<file path="src/rtl/opfetch_pkg.sv">
package opfetch_pkg;
    localparam int BYTE_W    = 8;
    localparam int NUM_CODES = 1 << BYTE_W;

    localparam logic [BYTE_W-1:0] B_ESC  = 8'h0F;
    localparam logic [BYTE_W-1:0] B_PF2  = 8'hF2;
    localparam logic [BYTE_W-1:0] B_PF3  = 8'hF3;
    localparam logic [BYTE_W-1:0] B_HALT = 8'hF4;

    typedef enum logic [2:0] {
        CL_ONE    = 3'd0,
        CL_ESC    = 3'd1,
        CL_PF2    = 3'd2,
        CL_PF3    = 3'd3,
        CL_PF2ESC = 3'd4,
        CL_PF3ESC = 3'd5,
        CL_HALT   = 3'd6
    } op_class_e;

    typedef enum logic [2:0] {
        ER_NONE  = 3'd0,
        ER_FIRST = 3'd1,
        ER_ESC   = 3'd2,
        ER_PFX   = 3'd3,
        ER_THIRD = 3'd4
    } err_e;

    typedef enum logic [1:0] {
        LV_FIRST,
        LV_ESC,
        LV_PFX,
        LV_THIRD
    } level_e;

    typedef enum logic [2:0] {
        FETCH_OP0,
        FETCH_OP1_0F,
        FETCH_OP1_PFX,
        FETCH_OP2,
        EMIT,
        STOP
    } state_e;
endpackage

</file>
<file path="src/rtl/opfetch_ptr.sv">
module opfetch_ptr #(
    parameter int          AW        = 32,
    parameter logic [AW-1:0] RESET_VAL = 1
) (
    input  logic          clk,
    input  logic          rst_n,
    input  logic          inc,
    input  logic          load,
    input  logic [AW-1:0] load_val,
    output logic [AW-1:0] ip
);
    always_ff @(posedge clk) begin
        if (!rst_n)    ip <= RESET_VAL;
        else if (load) ip <= load_val;
        else if (inc)  ip <= ip + 1'b1;
    end


    step_one_chk: assert property (@(posedge clk) disable iff (!rst_n)
        inc && !load |=> ip == $past(ip) + 1'b1);


    halt_load_chk: assert property (@(posedge clk) disable iff (!rst_n)
        load |=> ip == $past(load_val));


    excl_ctrl_chk: assert property (@(posedge clk) disable iff (!rst_n)
        !(inc && load));
endmodule

</file>
<file path="src/rtl/opfetch_lookup.sv">
module opfetch_lookup
    import opfetch_pkg::*;
(
    input  level_e               level,
    input  logic                 alt,
    input  logic [BYTE_W-1:0]    code,
    input  logic [NUM_CODES-1:0] tbl_one,
    input  logic [NUM_CODES-1:0] tbl_esc,
    input  logic [NUM_CODES-1:0] tbl_pf2,
    input  logic [NUM_CODES-1:0] tbl_pf3,
    input  logic [NUM_CODES-1:0] tbl_pf2_esc,
    input  logic [NUM_CODES-1:0] tbl_pf3_esc,
    output logic                 hit
);
    always_comb begin
        hit = 1'b0;
        unique case (level)
            LV_FIRST: hit = tbl_one[code];
            LV_ESC:   hit = tbl_esc[code];
            LV_PFX:   hit = alt ? tbl_pf3[code] : tbl_pf2[code];
            LV_THIRD: hit = alt ? tbl_pf3_esc[code] : tbl_pf2_esc[code];
        endcase
    end
endmodule

</file>
<file path="src/rtl/opfetch_fsm.sv">
module opfetch_fsm
    import opfetch_pkg::*;
#(
    parameter int AW = 32
) (
    input  logic              clk,
    input  logic              rst_n,
    input  logic              restart,
    output logic              fetch_valid,
    input  logic              fetch_ready,
    input  logic [BYTE_W-1:0] fetch_data,
    input  logic [AW-1:0]     ip,
    input  logic              hit,
    output level_e            level,
    output logic              alt,
    output logic              ptr_inc,
    output logic              ptr_load,
    output logic              out_valid,
    input  logic              out_ready,
    output logic [AW-1:0]     out_addr,
    output logic [BYTE_W-1:0] out_op0,
    output logic [BYTE_W-1:0] out_op1,
    output logic [BYTE_W-1:0] out_op2,
    output op_class_e         out_class,
    output logic              stopped,
    output err_e              err_code
);
    state_e            state_q, state_d;
    op_class_e         cls_q, cls_d;
    err_e              err_q, err_d;
    logic [AW-1:0]     addr_q;
    logic [BYTE_W-1:0] op0_q, op1_q, op2_q;
    logic              take;

    assign take     = fetch_valid && fetch_ready;
    assign ptr_load = take && (state_q == FETCH_OP0) && (fetch_data == B_HALT);
    assign ptr_inc  = take && !ptr_load;
    assign alt      = (op0_q == B_PF3);

    // next state and per-state outputs
    always_comb begin
        state_d     = state_q;
        cls_d       = cls_q;
        err_d       = err_q;
        fetch_valid = 1'b0;
        out_valid   = 1'b0;
        level       = LV_FIRST;
        unique case (state_q)
            FETCH_OP0: begin
                fetch_valid = 1'b1;
                level       = LV_FIRST;
                if (fetch_ready) begin
                    if (fetch_data == B_ESC) begin
                        state_d = FETCH_OP1_0F;
                    end else if (fetch_data == B_PF2 || fetch_data == B_PF3) begin
                        state_d = FETCH_OP1_PFX;
                    end else if (fetch_data == B_HALT) begin
                        cls_d   = CL_HALT;
                        state_d = EMIT;
                    end else if (hit) begin
                        cls_d   = CL_ONE;
                        state_d = EMIT;
                    end else begin
                        err_d   = ER_FIRST;
                        state_d = STOP;
                    end
                end
            end
            FETCH_OP1_0F: begin
                fetch_valid = 1'b1;
                level       = LV_ESC;
                if (fetch_ready) begin
                    if (hit) begin
                        cls_d   = CL_ESC;
                        state_d = EMIT;
                    end else begin
                        err_d   = ER_ESC;
                        state_d = STOP;
                    end
                end
            end
            FETCH_OP1_PFX: begin
                fetch_valid = 1'b1;
                level       = LV_PFX;
                if (fetch_ready) begin
                    if (fetch_data == B_ESC) begin
                        state_d = FETCH_OP2;
                    end else if (hit) begin
                        cls_d   = alt ? CL_PF3 : CL_PF2;
                        state_d = EMIT;
                    end else begin
                        err_d   = ER_PFX;
                        state_d = STOP;
                    end
                end
            end
            FETCH_OP2: begin
                fetch_valid = 1'b1;
                level       = LV_THIRD;
                if (fetch_ready) begin
                    if (hit) begin
                        cls_d   = alt ? CL_PF3ESC : CL_PF2ESC;
                        state_d = EMIT;
                    end else begin
                        err_d   = ER_THIRD;
                        state_d = STOP;
                    end
                end
            end
            EMIT: begin
                out_valid = 1'b1;
                if (out_ready) state_d = (cls_q == CL_HALT) ? STOP : FETCH_OP0;
            end
            STOP: begin
                if (restart) begin
                    err_d   = ER_NONE;
                    state_d = FETCH_OP0;
                end
            end
            default: state_d = FETCH_OP0;
        endcase
    end

    // state register and record capture
    always_ff @(posedge clk) begin
        if (!rst_n) begin
            state_q <= FETCH_OP0;
            cls_q   <= CL_ONE;
            err_q   <= ER_NONE;
            addr_q  <= '0;
            op0_q   <= '0;
            op1_q   <= '0;
            op2_q   <= '0;
        end else begin
            state_q <= state_d;
            cls_q   <= cls_d;
            err_q   <= err_d;
            if (take) begin
                case (state_q)
                    FETCH_OP0: begin
                        addr_q <= ip;
                        op0_q  <= fetch_data;
                        op1_q  <= '0;
                        op2_q  <= '0;
                    end
                    FETCH_OP1_0F, FETCH_OP1_PFX: op1_q <= fetch_data;
                    FETCH_OP2:                   op2_q <= fetch_data;
                    default: ;
                endcase
            end
        end
    end

    assign out_addr  = addr_q;
    assign out_op0   = op0_q;
    assign out_op1   = op1_q;
    assign out_op2   = op2_q;
    assign out_class = cls_q;
    assign stopped   = (state_q == STOP);
    assign err_code  = err_q;


    rec_hold_chk: assert property (@(posedge clk) disable iff (!rst_n)
        out_valid && !out_ready |=> out_valid && $stable(out_addr) && $stable(out_op0)
            && $stable(out_op1) && $stable(out_op2) && $stable(out_class));


    err_quiet_chk: assert property (@(posedge clk) disable iff (!rst_n)
        err_code != ER_NONE |-> stopped && !out_valid);


    stop_idle_chk: assert property (@(posedge clk) disable iff (!rst_n)
        stopped && !restart |=> !fetch_valid);


    halt_stop_chk: assert property (@(posedge clk) disable iff (!rst_n)
        out_valid && out_ready && out_class == CL_HALT |=> stopped && err_code == ER_NONE);
endmodule

</file>
<file path="src/rtl/opfetch_front.sv">
module opfetch_front
    import opfetch_pkg::*;
#(
    parameter int AW = 32
) (
    input  logic                 clk,
    input  logic                 rst_n,
    input  logic [AW-1:0]        end_addr,
    input  logic                 restart,
    input  logic [NUM_CODES-1:0] tbl_one,
    input  logic [NUM_CODES-1:0] tbl_esc,
    input  logic [NUM_CODES-1:0] tbl_pf2,
    input  logic [NUM_CODES-1:0] tbl_pf3,
    input  logic [NUM_CODES-1:0] tbl_pf2_esc,
    input  logic [NUM_CODES-1:0] tbl_pf3_esc,
    output logic                 fetch_valid,
    output logic [AW-1:0]        fetch_addr,
    input  logic                 fetch_ready,
    input  logic [BYTE_W-1:0]    fetch_data,
    output logic                 out_valid,
    input  logic                 out_ready,
    output logic [AW-1:0]        out_addr,
    output logic [BYTE_W-1:0]    out_op0,
    output logic [BYTE_W-1:0]    out_op1,
    output logic [BYTE_W-1:0]    out_op2,
    output logic [2:0]           out_class,
    output logic                 stopped,
    output logic [2:0]           err_code
);
    localparam logic [AW-1:0] IP_AFTER_RESET = AW'(1);

    logic      ptr_inc, ptr_load, hit, alt;
    logic [AW-1:0] ip;
    level_e    level;
    op_class_e cls;
    err_e      err;

    opfetch_ptr #(.AW(AW), .RESET_VAL(IP_AFTER_RESET)) u_ptr (
        .clk(clk), .rst_n(rst_n), .inc(ptr_inc), .load(ptr_load),
        .load_val(end_addr), .ip(ip)
    );

    opfetch_lookup u_lookup (
        .level(level), .alt(alt), .code(fetch_data),
        .tbl_one(tbl_one), .tbl_esc(tbl_esc), .tbl_pf2(tbl_pf2), .tbl_pf3(tbl_pf3),
        .tbl_pf2_esc(tbl_pf2_esc), .tbl_pf3_esc(tbl_pf3_esc), .hit(hit)
    );

    opfetch_fsm #(.AW(AW)) u_fsm (
        .clk(clk), .rst_n(rst_n), .restart(restart),
        .fetch_valid(fetch_valid), .fetch_ready(fetch_ready), .fetch_data(fetch_data),
        .ip(ip), .hit(hit), .level(level), .alt(alt),
        .ptr_inc(ptr_inc), .ptr_load(ptr_load),
        .out_valid(out_valid), .out_ready(out_ready), .out_addr(out_addr),
        .out_op0(out_op0), .out_op1(out_op1), .out_op2(out_op2), .out_class(cls),
        .stopped(stopped), .err_code(err)
    );

    assign fetch_addr = ip;
    assign out_class  = cls;
    assign err_code   = err;
endmodule

</file>
<file path="config.mk">
export PLATFORM = sky130hd
export DESIGN_NAME = opfetch_front
export DESIGN_NICKNAME = d
export VERILOG_FILES = /design/src/rtl/opfetch_pkg.sv /design/src/rtl/opfetch_ptr.sv /design/src/rtl/opfetch_lookup.sv /design/src/rtl/opfetch_fsm.sv /design/src/rtl/opfetch_front.sv
export SDC_FILE = /design/constraint.sdc
export NUM_CORES = 1
export LEC_CHECK = 0
export BUFFER_PORTS_ARGS = -buffer_cell sky130_fd_sc_hd__buf_2
export CAP_MARGIN = 20
export CORE_AREA = 2 2 650 652
export CTS_CLUSTER_DIAMETER = 120
export CTS_CLUSTER_SIZE = 40
export DETAILED_ROUTE_END_ITERATION = 8
export DIE_AREA = 0 0 652 654
export PLACE_DENSITY_LB_ADDON = 0.1
export SYNTH_ARGS = -nofsm -noshare
export SYNTH_HDL_FRONTEND = slang
export SYNTH_HIERARCHICAL = 1
export SYNTH_SLANG_ARGS = --single-unit
export TNS_END_PERCENT = 100
</file>
<file path="constraint.sdc">
create_clock -name clk -period 11.2 [get_ports clk]
set_input_delay 1.12 -clock clk [delete_from_list [all_inputs] [get_ports clk]]
set_output_delay 1.12 -clock clk [all_outputs]
set_load 0.05 [all_outputs]
</file>
==> results.json, run 1 <==
{
  "status": "finished clean",
  "whs_endpoint": "u_fsm/out_op1[1]",
  "synth_edf_count": 0,
  "grt_max_degree": 101,
  "max_stage_delay_ns": 0.59,
  "slew_viol_final": 0,
  "crit_type": "in -> reg",
  "start_util": 0.04081,
  "avgSynthCellArea_um2": 10.91,
  "slowest_stage": "buf_4",
  "ios": 1678,
  "synth_nets": 3150,
  "rsz0062_at_grt": "no",
  "ir_drop_mv": 0.07664,
  "ys_seq_elements": 97,
  "wl_um": 227700,
  "crit_fanout": 66,
  "path_clk_slew_ns": 0.09,
  "port-buffer-count": 1677,
  "min_from": "u_fsm/out_op1[1]",
  "placed_cells": 8644,
  "viasPerCell": 2.643,
  "min_path_type": "reg -> reg",
  "syn_to_final_growth_pct": 89.85,
  "die_y_um": 654,
  "cap_violations": 0,
  "htree_levels": 3,
  "antenna_found_initial": 113,
  "p_leak_nw": 12.36,
  "hold_viol": 0,
  "fillers": 49356,
  "remaining_drc_errors": 0,
  "grt_pass1_wl_um": 280800,
  "ys_async_sr_fraction": 0,
  "worstPathRequired_ns": 11.51,
  "gp_congestion": 0.8891,
  "whs_path_depth": 2,
  "fin_nets": 4717,
  "r2r-start": "u_fsm/out_op0[7]",
  "final_area_um2": 32480,
  "dieArea_um2": 426400,
  "gr-total-overflow": 0,
  "core_um2": 419300,
  "dr.pass1.iters": 5,
  "cts_sinks": 97,
  "place_hpwl_um": 198400,
  "critPathCaptureType": "register",
  "period_needed_ns": 6.593,
  "powerDensity_nw_per_um2": 57.75,
  "cpLargestDelayFamily": "compound AO/OA/AOI/OAI gates",
  "relSlewSlack": 0.3006,
  "root_buffer": "clkbuf_16",
  "clk_path_buf_depth": 2,
  "startpoint_type": "input pin",
  "drive_above_1_share": 0.6885,
  "fmax_mhz": 151.7,
  "cts_hold_buf": 0,
  "drtIter0Drc": 1322,
  "ant_nets": 0,
  "rows": 238,
  "fin_tns_setup_ns": 0,
  "die_width_um": 652,
  "finalSetupViolCount": 0,
  "skew_ns": 0.01863,
  "crit_buf_inv": 4,
  "post_cts_buffers": 0,
  "cp_cell_sequence": "buf_8 -> buf_12 -> buf_4 -> mux4_2 -> a22o_1 -> a221oi_1 -> a22oi_1 -> a32oi_1 -> buf_4 -> o211ai_1 -> nand4_1 -> nand3_1 -> nor3b_1 -> a311oi_1 -> a2111oi_4 -> nor2_1 -> a311oi_1",
  "ctsResizeCount": 0,
  "reg2reg_depth": 13,
  "seq_area_frac_synth": 0.1135,
  "tightest_slew_ns": 1.038,
  "r2r-end": "u_fsm/err_code[0]",
  "cp.arrival_ns": 6.91,
  "synth_flop_cell": "dfxtp_1",
  "cts_tree": "built",
  "numCtsBuffers": 9,
  "syn_area_um2": 17110,
  "place_area_um2": 32120,
  "grt_use_total": 0.1011,
  "synth_warnings": 6,
  "dr_total_vias": 22972,
  "clock_latency_ns": 0.41,
  "min_period_over_period": 0.5887,
  "rrSetupSlack_ns": 6.80,
  "instances_no_fill": 8691,
  "avgRoutedWirePerCell_um": 26.20,
  "ys_types": 77,
  "grt_pass1_vias": 24737,
  "syn_inst": 1568
}
## Yosys cell counts, drive strengths merged (5+ instances only)
| cell | n | area share |
|---|---|---|
| dfxtp | 97 | 0.11 |
| nand2 | 171 | 0.038 |
| mux2i | 121 | 0.071 |
| clkbuf | 82 | 0.018 |
| nand4 | 21 | 0.0089 |
| a221oi | 6 | 0.0031 |
| a21oi | 105 | 0.031 |
| and3 | 10 | 0.0037 |
| nor2b | 8 | 0.0029 |
| a311oi | 7 | 0.0036 |
| a31oi | 13 | 0.0048 |
| nor3 | 22 | 0.0064 |
| a22oi | 45 | 0.020 |
| mux4 | 359 | 0.47 |
| xnor2 | 5 | 0.0026 |
| or4 | 13 | 0.0059 |
| nor2 | 29 | 0.0065 |
| nor4 | 16 | 0.0078 |
| o211a | 6 | 0.0035 |
| o211ai | 9 | 0.0039 |
| nand3 | 57 | 0.017 |
| a22o | 12 | 0.0061 |
| xor2 | 8 | 0.0041 |
| o31ai | 10 | 0.0044 |
| a211oi | 18 | 0.0079 |
| o21ai | 43 | 0.013 |
| or3 | 5 | 0.0019 |
| buf | 97 | 0.039 |
| inv | 13 | 0.0029 |
| o22ai | 21 | 0.0077 |
| and2 | 8 | 0.0029 |
| or2 | 5 | 0.0018 |
| and4 | 9 | 0.0048 |
| nand2b | 12 | 0.0044 |
| o221ai | 56 | 0.029 |
## through the flow
step	total power, mW	util	hold slack, ns	setup WS, ns
floorplan	0.8714	-	0.6533	6.619
global placement	1.609	0.07656	0.4391	3.322
detailed placement	1.605	0.07661	0.4424	3.524
CTS	1.972	0.07729	0.4558	3.987
global route	2.011	0.07732	0.4767	3.914
finish	1.876	0.07747	0.4543	4.607
## state kept, by name (all words and copies together) (netlist names)
name             flops
u_fsm/out_addr      32
u_ptr/ip            32
u_fsm/out_op0        8
u_fsm/out_op1        8
u_fsm/out_op2        8
u_fsm/err_code       3
u_fsm/out_class      3
u_fsm/state_q        3
## power breakdown
group	internal [mW]	leakage (nW)	switching (mW)
sequential	0.352	0.784	0.0140
combinational	0.514	11.4	0.653
clock	0.156	0.143	0.186
total	1.02	12.4	0.853
## cells by family (layout without fill, tap and decap cells)
group / count (synthesis) / after routing / share of synthesized area
multiplexers: 482 / 482 / 0.5446
AND/OR/NAND/NOR: 398 / 398 / 0.1193
AO/OA/AOI/OAI: 383 / 383 / 0.1546
buffers and inverters: 194 / 1766 / 0.06055
flip-flops: 97 / 97 / 0.1135
XOR/XNOR: 13 / 13 / 0.006655
adder cells (fa/ha/maj): 1 / 1 / 0.0007311
other: 0 / 31 / 0
## tightest hold or removal path: stages (launching register included)
cell and delay, ns:
dfxtp_1 0.32, nand2_1 0.05, a21oi_1 0.05
## cell type report
cell class | count | area (um2) | share of cell area
Sequential cell | 97 | 1942 | 0.05978
Tap cell | 5520 | 6907 | 0.2126
Multi-Input combinational cell | 1277 | 14230 | 0.4382
Antenna cell | 31 | 77.57 | 0.002388
Timing Repair Buffer | 1736 | 8979 | 0.2764
Clock buffer | 9 | 225.2 | 0.006933
Inverter | 14 | 58.81 | 0.001810
Clock inverter | 7 | 60.06 | 0.001849
## cells in the final DEF (no fill, tap or decap), drive strengths merged, types with 6 or more instances in the layout
cell / n
o211a: 6
buf: 1735
a311oi: 7
a211oi: 18
or4: 13
a31oi: 13
a22o: 12
and2: 8
nor2b: 8
inv: 18
nor3: 22
and4: 9
and3: 10
a21oi: 105
mux4: 359
a221oi: 6
o31ai: 10
mux2i: 121
dfxtp: 97
clkbuf: 10
nor4: 16
xor2: 8
nand3: 57
diode: 31
nand2: 171
nor2: 29
nand2b: 12
nand4: 21
a22oi: 45
o211ai: 9
o22ai: 21
o221ai: 56
o21ai: 43
## worst max path at each step
stage | slack, ns | end | cells past startpoint | from
floorplan | 6.62 | u_fsm/err_code[0] | 17 | fetch_data[1]
global placement | 3.32 | u_fsm/err_code[0] | 14 | fetch_data[2]
detailed placement | 3.52 | u_fsm/err_code[0] | 14 | fetch_data[2]
CTS | 3.99 | u_fsm/err_code[0] | 14 | fetch_data[2]
global route | 3.91 | u_fsm/err_code[0] | 16 | fetch_data[0]
finish | 4.61 | u_fsm/err_code[0] | 17 | fetch_data[0]
## per-layer routing
layer	vias to the layer above	part of all wire	GRT usage
met1	11782	0.41	0.1233
met4	34	0.0072	0.006377
met5	-	0.00091	0
met2	1120	0.53	0.1916
met3	148	0.049	0.01641
li1	9888	-	-
Power figures use the tool's default switching activity.
==> run 2, diff against run 1 <==
- CORE_AREA: 2 2 650 652 -> 2 2 656 658
- DIE_AREA: 0 0 652 654 -> 0 0 658 660
- clock period: 11.2 -> 6.5 ns (I/O delays scaled with it)
==> run 2 against run 1 <==
Global-route usage rose by 0.20 points. Final cell count rose by 2.7%. Combinational power rose by 77%. First-iteration DRC count rose by 14%. Largest power group unchanged. Setup slack got worse by 4.0 ns. Register-to-register slack got worse by 4.9 ns. Utilization rose by 0.072 points. Clock power rose by 86%. Critical path depth rose by 1. Final area rose by 2.7%. Sequential cell count did not move. Die area rose by 1.8%.
==> results.json, run 2 (synthesized netlist as in run 1, its figures left out) <==
{
  "cp.arrival_ns": 6.24,
  "clock_latency_ns": 0.41,
  "startpoint_type": "input pin",
  "period_needed_ns": 5.898,
  "cts_sinks": 97,
  "layout_common_cells": "buf_2 (1,670), mux4_2 (359), nand2_1 (169), buf_4 (119), mux2i_1 (119)",
  "grt_pass1_wl_um": 290100,
  "whs_endpoint": "u_fsm/out_op2[5]",
  "ctsResizeCount": 0,
  "crit_fanout": 34,
  "finalSetupViolCount": 0,
  "remaining_drc_errors": 0,
  "syn_to_final_growth_pct": 95.02,
  "status": "finished clean",
  "htree_levels": 3,
  "die_width_um": 658,
  "ant_nets": 0,
  "min_from": "u_fsm/out_op2[5]",
  "root_buffer": "clkbuf_16",
  "final_common_cell": "buf_2",
  "fin_nets": 4792,
  "powerDensity_nw_per_um2": 99.74,
  "grt_pass1_vias": 24878,
  "grt_max_degree": 45,
  "worstPathRequired_ns": 6.84,
  "place_hpwl_um": 209100,
  "cts_tree": "built",
  "rsz0062_at_grt": "no",
  "fin_tns_setup_ns": 0,
  "wl_um": 235000,
  "drive_above_1_share": 0.6949,
  "r2r-end": "u_fsm/err_code[1]",
  "numCtsBuffers": 9,
  "slew_viol_final": 0,
  "cts_hold_buf": 0,
  "dieArea_um2": 434300,
  "r2r-start": "u_fsm/out_op0[5]",
  "drtIter0Drc": 1505,
  "path_clk_slew_ns": 0.09,
  "critPathCaptureType": "register",
  "rows": 240,
  "p_leak_nw": 12.77,
  "gp_congestion": 0.8910,
  "gr-total-overflow": 0,
  "core_um2": 426700,
  "crit_type": "in -> reg",
  "reg2reg_depth": 17,
  "dr_total_vias": 23335,
  "post_cts_buffers": 0,
  "relSlewSlack": 0.1023,
  "tightest_slew_ns": 1.347,
  "fmax_mhz": 169.5,
  "start_util": 0.04010,
  "whs_path_depth": 2,
  "hold_viol": 0,
  "skew_ns": 0.01739,
  "port-buffer-count": 1677,
  "dr.pass1.iters": 5,
  "viasPerCell": 2.615,
  "avgRoutedWirePerCell_um": 26.34,
  "min_path_type": "reg -> reg",
  "die_y_um": 660,
  "ir_drop_mv": 0.1450,
  "grt_use_total": 0.1030,
  "final_core_utilization": 0.07820,
  "cap_violations": 0,
  "antenna_found_initial": 119,
  "ios": 1678,
  "rrSetupSlack_ns": 1.89,
  "clk_path_buf_depth": 2,
  "min_period_over_period": 0.9074
}
[run 2: cell types whose count changed in the layout (fill, tap and decap cells not counted), moves of 2 or more]
cell,delta
buf_12,+10
buf_4,+65
clkinvlp_4,+2
diode_2,-9
inv_6,-3
[run 2: where the power goes]
part	total (mW)	internal, mW	switching [mW]
clock network	0.636	0.315	0.321
logic	2.07	0.933	1.13
registers	0.626	0.607	0.0185
total	3.33	1.86	1.47
[run 2: how the worst max path moves through the flow]
stage,startpoint,to,slack [ns]
finish,fetch_data[0],u_fsm/err_code[1],0.60
global route,fetch_data[0],u_fsm/err_code[1],0.29
CTS,fetch_data[0],u_fsm/err_code[1],0.42
detailed placement,fetch_data[0],u_fsm/err_code[1],-0.05
global placement,fetch_data[0],u_fsm/err_code[1],-0.09
floorplan,fetch_data[1],u_fsm/err_code[0],2.39
[run 2: worst max-delay path, cell delays in order]
cell,delay [ns]
buf_8,0.47
buf_4,0.49
mux4_2,0.56
a22o_1,0.23
a221oi_1,0.26
a22oi_1,0.14
a32oi_1,1.00
o211ai_1,0.20
buf_4,0.23
nand4_1,0.07
nand3_1,0.31
buf_12,0.27
nor3b_1,0.18
a311oi_1,0.10
a2111oi_4,0.42
buf_4,0.19
nand4_1,0.12
o21ai_0,0.13
[run 2: layout make-up]
cell class                      instances  area, um2
Sequential cell                        97       1942
Multi-Input combinational cell       1277      14220
Fill cell                           50117     393300
Antenna cell                           22      55.05
Clock buffer                           10      239.0
Inverter                               14      61.31
Timing Repair Buffer                 1811       9664
Tap cell                             5687       7116
Clock inverter                          6      73.82
[run 2: metal layers]
layer,routed length [um],part of all wire,GRT usage,vias up
li1,-,-,-,10013
met1,98750,0.42,0.1282,11928
met2,124000,0.53,0.1949,1219
met3,10670,0.045,0.01425,155
met4,1486,0.0063,0.004889,20
met5,124,0.00053,0,-
[run 2: metrics by stage]
| step | hold slack (ns) | instances | power (mW) | setup WS, ns | cell area, um2 |
|---|---|---|---|---|---|
| 2_1_floorplan | 0.6533 | 1568 | 1.502 | 2.389 | 17110 |
| 3_3_place_gp | 0.4419 | 8885 | 2.826 | -0.08660 | 32990 |
| 3_5_place_dp | 0.4415 | 8886 | 2.810 | -0.05224 | 33000 |
| 4_1_cts | 0.4137 | 8902 | 3.495 | 0.4171 | 33310 |
| 5_1_grt | 0.4235 | 8904 | 3.560 | 0.2889 | 33320 |
| 6_report | 0.4510 | 8924 | 3.328 | 0.6016 | 33370 |
==> run 3, diff against run 2 <==
- BUFFER_PORTS_ARGS: -buffer_cell sky130_fd_sc_hd__buf_2 -> default
- CORE_AREA: 2 2 656 658 -> 2 2 663 665
- DIE_AREA: 0 0 658 660 -> 0 0 665 667
- DONT_BUFFER_PORTS: default -> 1
==> run 3 against run 2 <==
Utilization shrank 2.2 points. First-iteration DRC count shrank 21%. Final cell count shrank 18%. Largest power group unchanged. Setup slack got worse by 0.32 ns. Hold slack worse by 0.079 ns. Critical path type unchanged. Clock power increased by 3.5%. Global-route usage is 1.9 points lower. Critical endpoint is now u_fsm/err_code[0]. Via count down 29%.
==> results.json, run 3 (synthesized netlist as in run 1, its figures left out) <==
{
  "reg2reg_depth": 14,
  "timing.final.ws_setup_ns": 0.2837,
  "die_y_um": 667,
  "cts_sinks": 97,
  "fmax_mhz": 160.9,
  "post_cts_buffers": 0,
  "numCtsBuffers": 9,
  "grt_use_total": 0.08384,
  "remaining_drc_errors": 0,
  "dr_total_vias": 16604,
  "slew_viol_final": 0,
  "gp_congestion": 0.9090,
  "tightest_slew_ns": 1.214,
  "htree_levels": 3,
  "rows": 243,
  "internal_power_mw": 1.493,
  "status": "finished clean",
  "gr-total-overflow": 0,
  "powerDensity_nw_per_um2": 108.5,
  "power_switching_mw": 1.176,
  "cp_cell_sequence": "buf_16 -> buf_16 -> mux2i_1 -> o221ai_1 -> o21ai_2 -> nor4_1 -> o31a_1 -> o221ai_1 -> nand3_1 -> buf_12 -> nor3b_1 -> a311oi_1 -> a2111oi_4 -> nor2_1 -> a311oi_1",
  "antenna_found_initial": 157,
  "combPwrFrac": 0.504,
  "swShare": 0.4406,
  "power_mw": 2.669,
  "worstPathRequired_ns": 6.81,
  "fillers": 51353,
  "cts_tree": "built",
  "startpoint_type": "input pin",
  "period_needed_ns": 6.216,
  "skew_ns": 0.01534,
  "finalSetupViolCount": 0,
  "met1_length_um": 80420,
  "power_frac_seq": 0.250,
  "viasPerCell": 2.279,
  "crit_fanout": 146,
  "place_ws_ns": -0.9342,
  "routed.top_layer": "met5",
  "root_buffer": "clkbuf_16",
  "grt_pass1_vias": 18067,
  "final_common_cell": "mux4_2",
  "dieArea_um2": 443600,
  "ant_nets": 0,
  "wl_met3_um": 9708,
  "r2r-start": "u_fsm/out_op0[6]",
  "min_period_over_period": 0.9563,
  "wl_met2_um": 102600,
  "syn_to_final_growth_pct": 43.83,
  "drtIter0Drc": 1193,
  "drive_above_1_share": 0.3367,
  "grt_pass1_wl_um": 237100,
  "core_um2": 436600,
  "crit_type": "in -> reg",
  "rrSetupSlack_ns": 1.76,
  "final_area_um2": 24610,
  "hold_viol": 0,
  "critPathCaptureType": "register",
  "cts_hold_buf": 0,
  "port-buffer-count": 0,
  "clk_path_buf_depth": 2,
  "max_stage_delay_ns": 0.62,
  "cap_violations": 0,
  "path_clk_slew_ns": 0.10,
  "whs_endpoint": "u_fsm/out_op0[1]",
  "dr.pass1.iters": 5,
  "avgRoutedWirePerCell_um": 27.05,
  "cp.arrival_ns": 6.52,
  "min_path_type": "in -> reg",
  "place_area_um2": 24060,
  "grt_max_degree": 359,
  "ir_drop_mv": 0.09361,
  "min_from": "fetch_data[1]",
  "p_leak_nw": 5.717,
  "layout_common_cells": "mux4_2 (359), nand2_1 (169), mux2i_1 (120), a21oi_1 (105), dfxtp_1 (97)",
  "place_hpwl_um": 167100,
  "clkPwrFrac": 0.246,
  "fin_nets": 3053,
  "slowest_stage": "o221ai_1",
  "clock_latency_ns": 0.41,
  "rsz0062_at_grt": "no",
  "wl_um": 197100,
  "r2r-end": "u_fsm/err_code[0]",
  "die_width_um": 665,
  "relSlewSlack": 0.1910,
  "start_util": 0.03919,
  "fin_tns_setup_ns": 0,
  "whs_path_depth": 2,
  "ios": 1678
}
==> run 3: changes by cell type in the layout (fill, tap and decap cells not counted), sizes merged, moves of 2 or more <==
cell      change
buf        -1740
clkinv        +4
clkinvlp      -2
diode        +32
==> run 3: cell type report <==
cell class                 count  area (um2)  area share
antenna                       54       135.1    0.005491
clock buffer                   9       225.2    0.009151
multi-input combinational   1277       14230      0.5783
timing repair buffer          72       718.2     0.02918
sequential                    97        1942     0.07891
clock inverter                 7       95.09    0.003864
tap                         5757        7203      0.2927
inverter                      14       58.81    0.002390
==> run 3: layer usage <==
metal	track usage	up-vias
met5	0	-
met3	0.01328	197
met2	0.1547	1112
met4	0.01626	36
li1	-	6563
met1	0.1018	8696
==> run 3: worst max-delay path by stage <==
stage	cells past startpoint	slack (ns)	start	endpoint
after floorplan	17	2.39	fetch_data[1]	u_fsm/err_code[0]
after global placement	16	-0.85	fetch_data[0]	u_fsm/err_code[0]
after detailed placement	15	-0.93	fetch_data[0]	u_fsm/err_code[0]
after CTS	16	0.05	fetch_data[0]	u_fsm/err_code[0]
after global routing	17	0.07	fetch_data[0]	u_fsm/err_code[0]
final	15	0.28	fetch_data[1]	u_fsm/err_code[0]
==> run 3: critical path: cells and delay by family <==
| kind | cells | cell delay [ns] |
|---|---|---|
| compound gates | 7 | 2.66 |
| buf+inv | 3 | 1.11 |
| mux | 1 | 0.52 |
| simple gates | 4 | 0.74 |
==> run 3: repair_timing <==
item,in CTS,in global routing
gates cloned,1,0
endpoints found under the setup margin,3,3
pin swaps,0,0
gates resized for setup,0,3
==> run 3: stage by stage <==
stage / utilization / std cells / hold slack (ns)
after global placement: 0.05498 / 7211 / 0.7059
after CTS: 0.05591 / 7231 / 0.3311
final: 0.05637 / 7287 / 0.3722
after detailed placement: 0.05510 / 7214 / 0.6971
after global routing: 0.05626 / 7268 / 0.3399
after floorplan: - / 1568 / 0.6533
==> run 3: power by group through the flow <==
stage	logic, mW	clock network [mW]	registers [mW]
2_1_floorplan	0.829	0	0.673
3_3_place_gp	1.41	0	0.685
3_5_place_dp	1.39	0	0.684
4_1_cts	1.41	0.708	0.670
5_1_grt	1.47	0.715	0.670
6_report	1.34	0.658	0.668
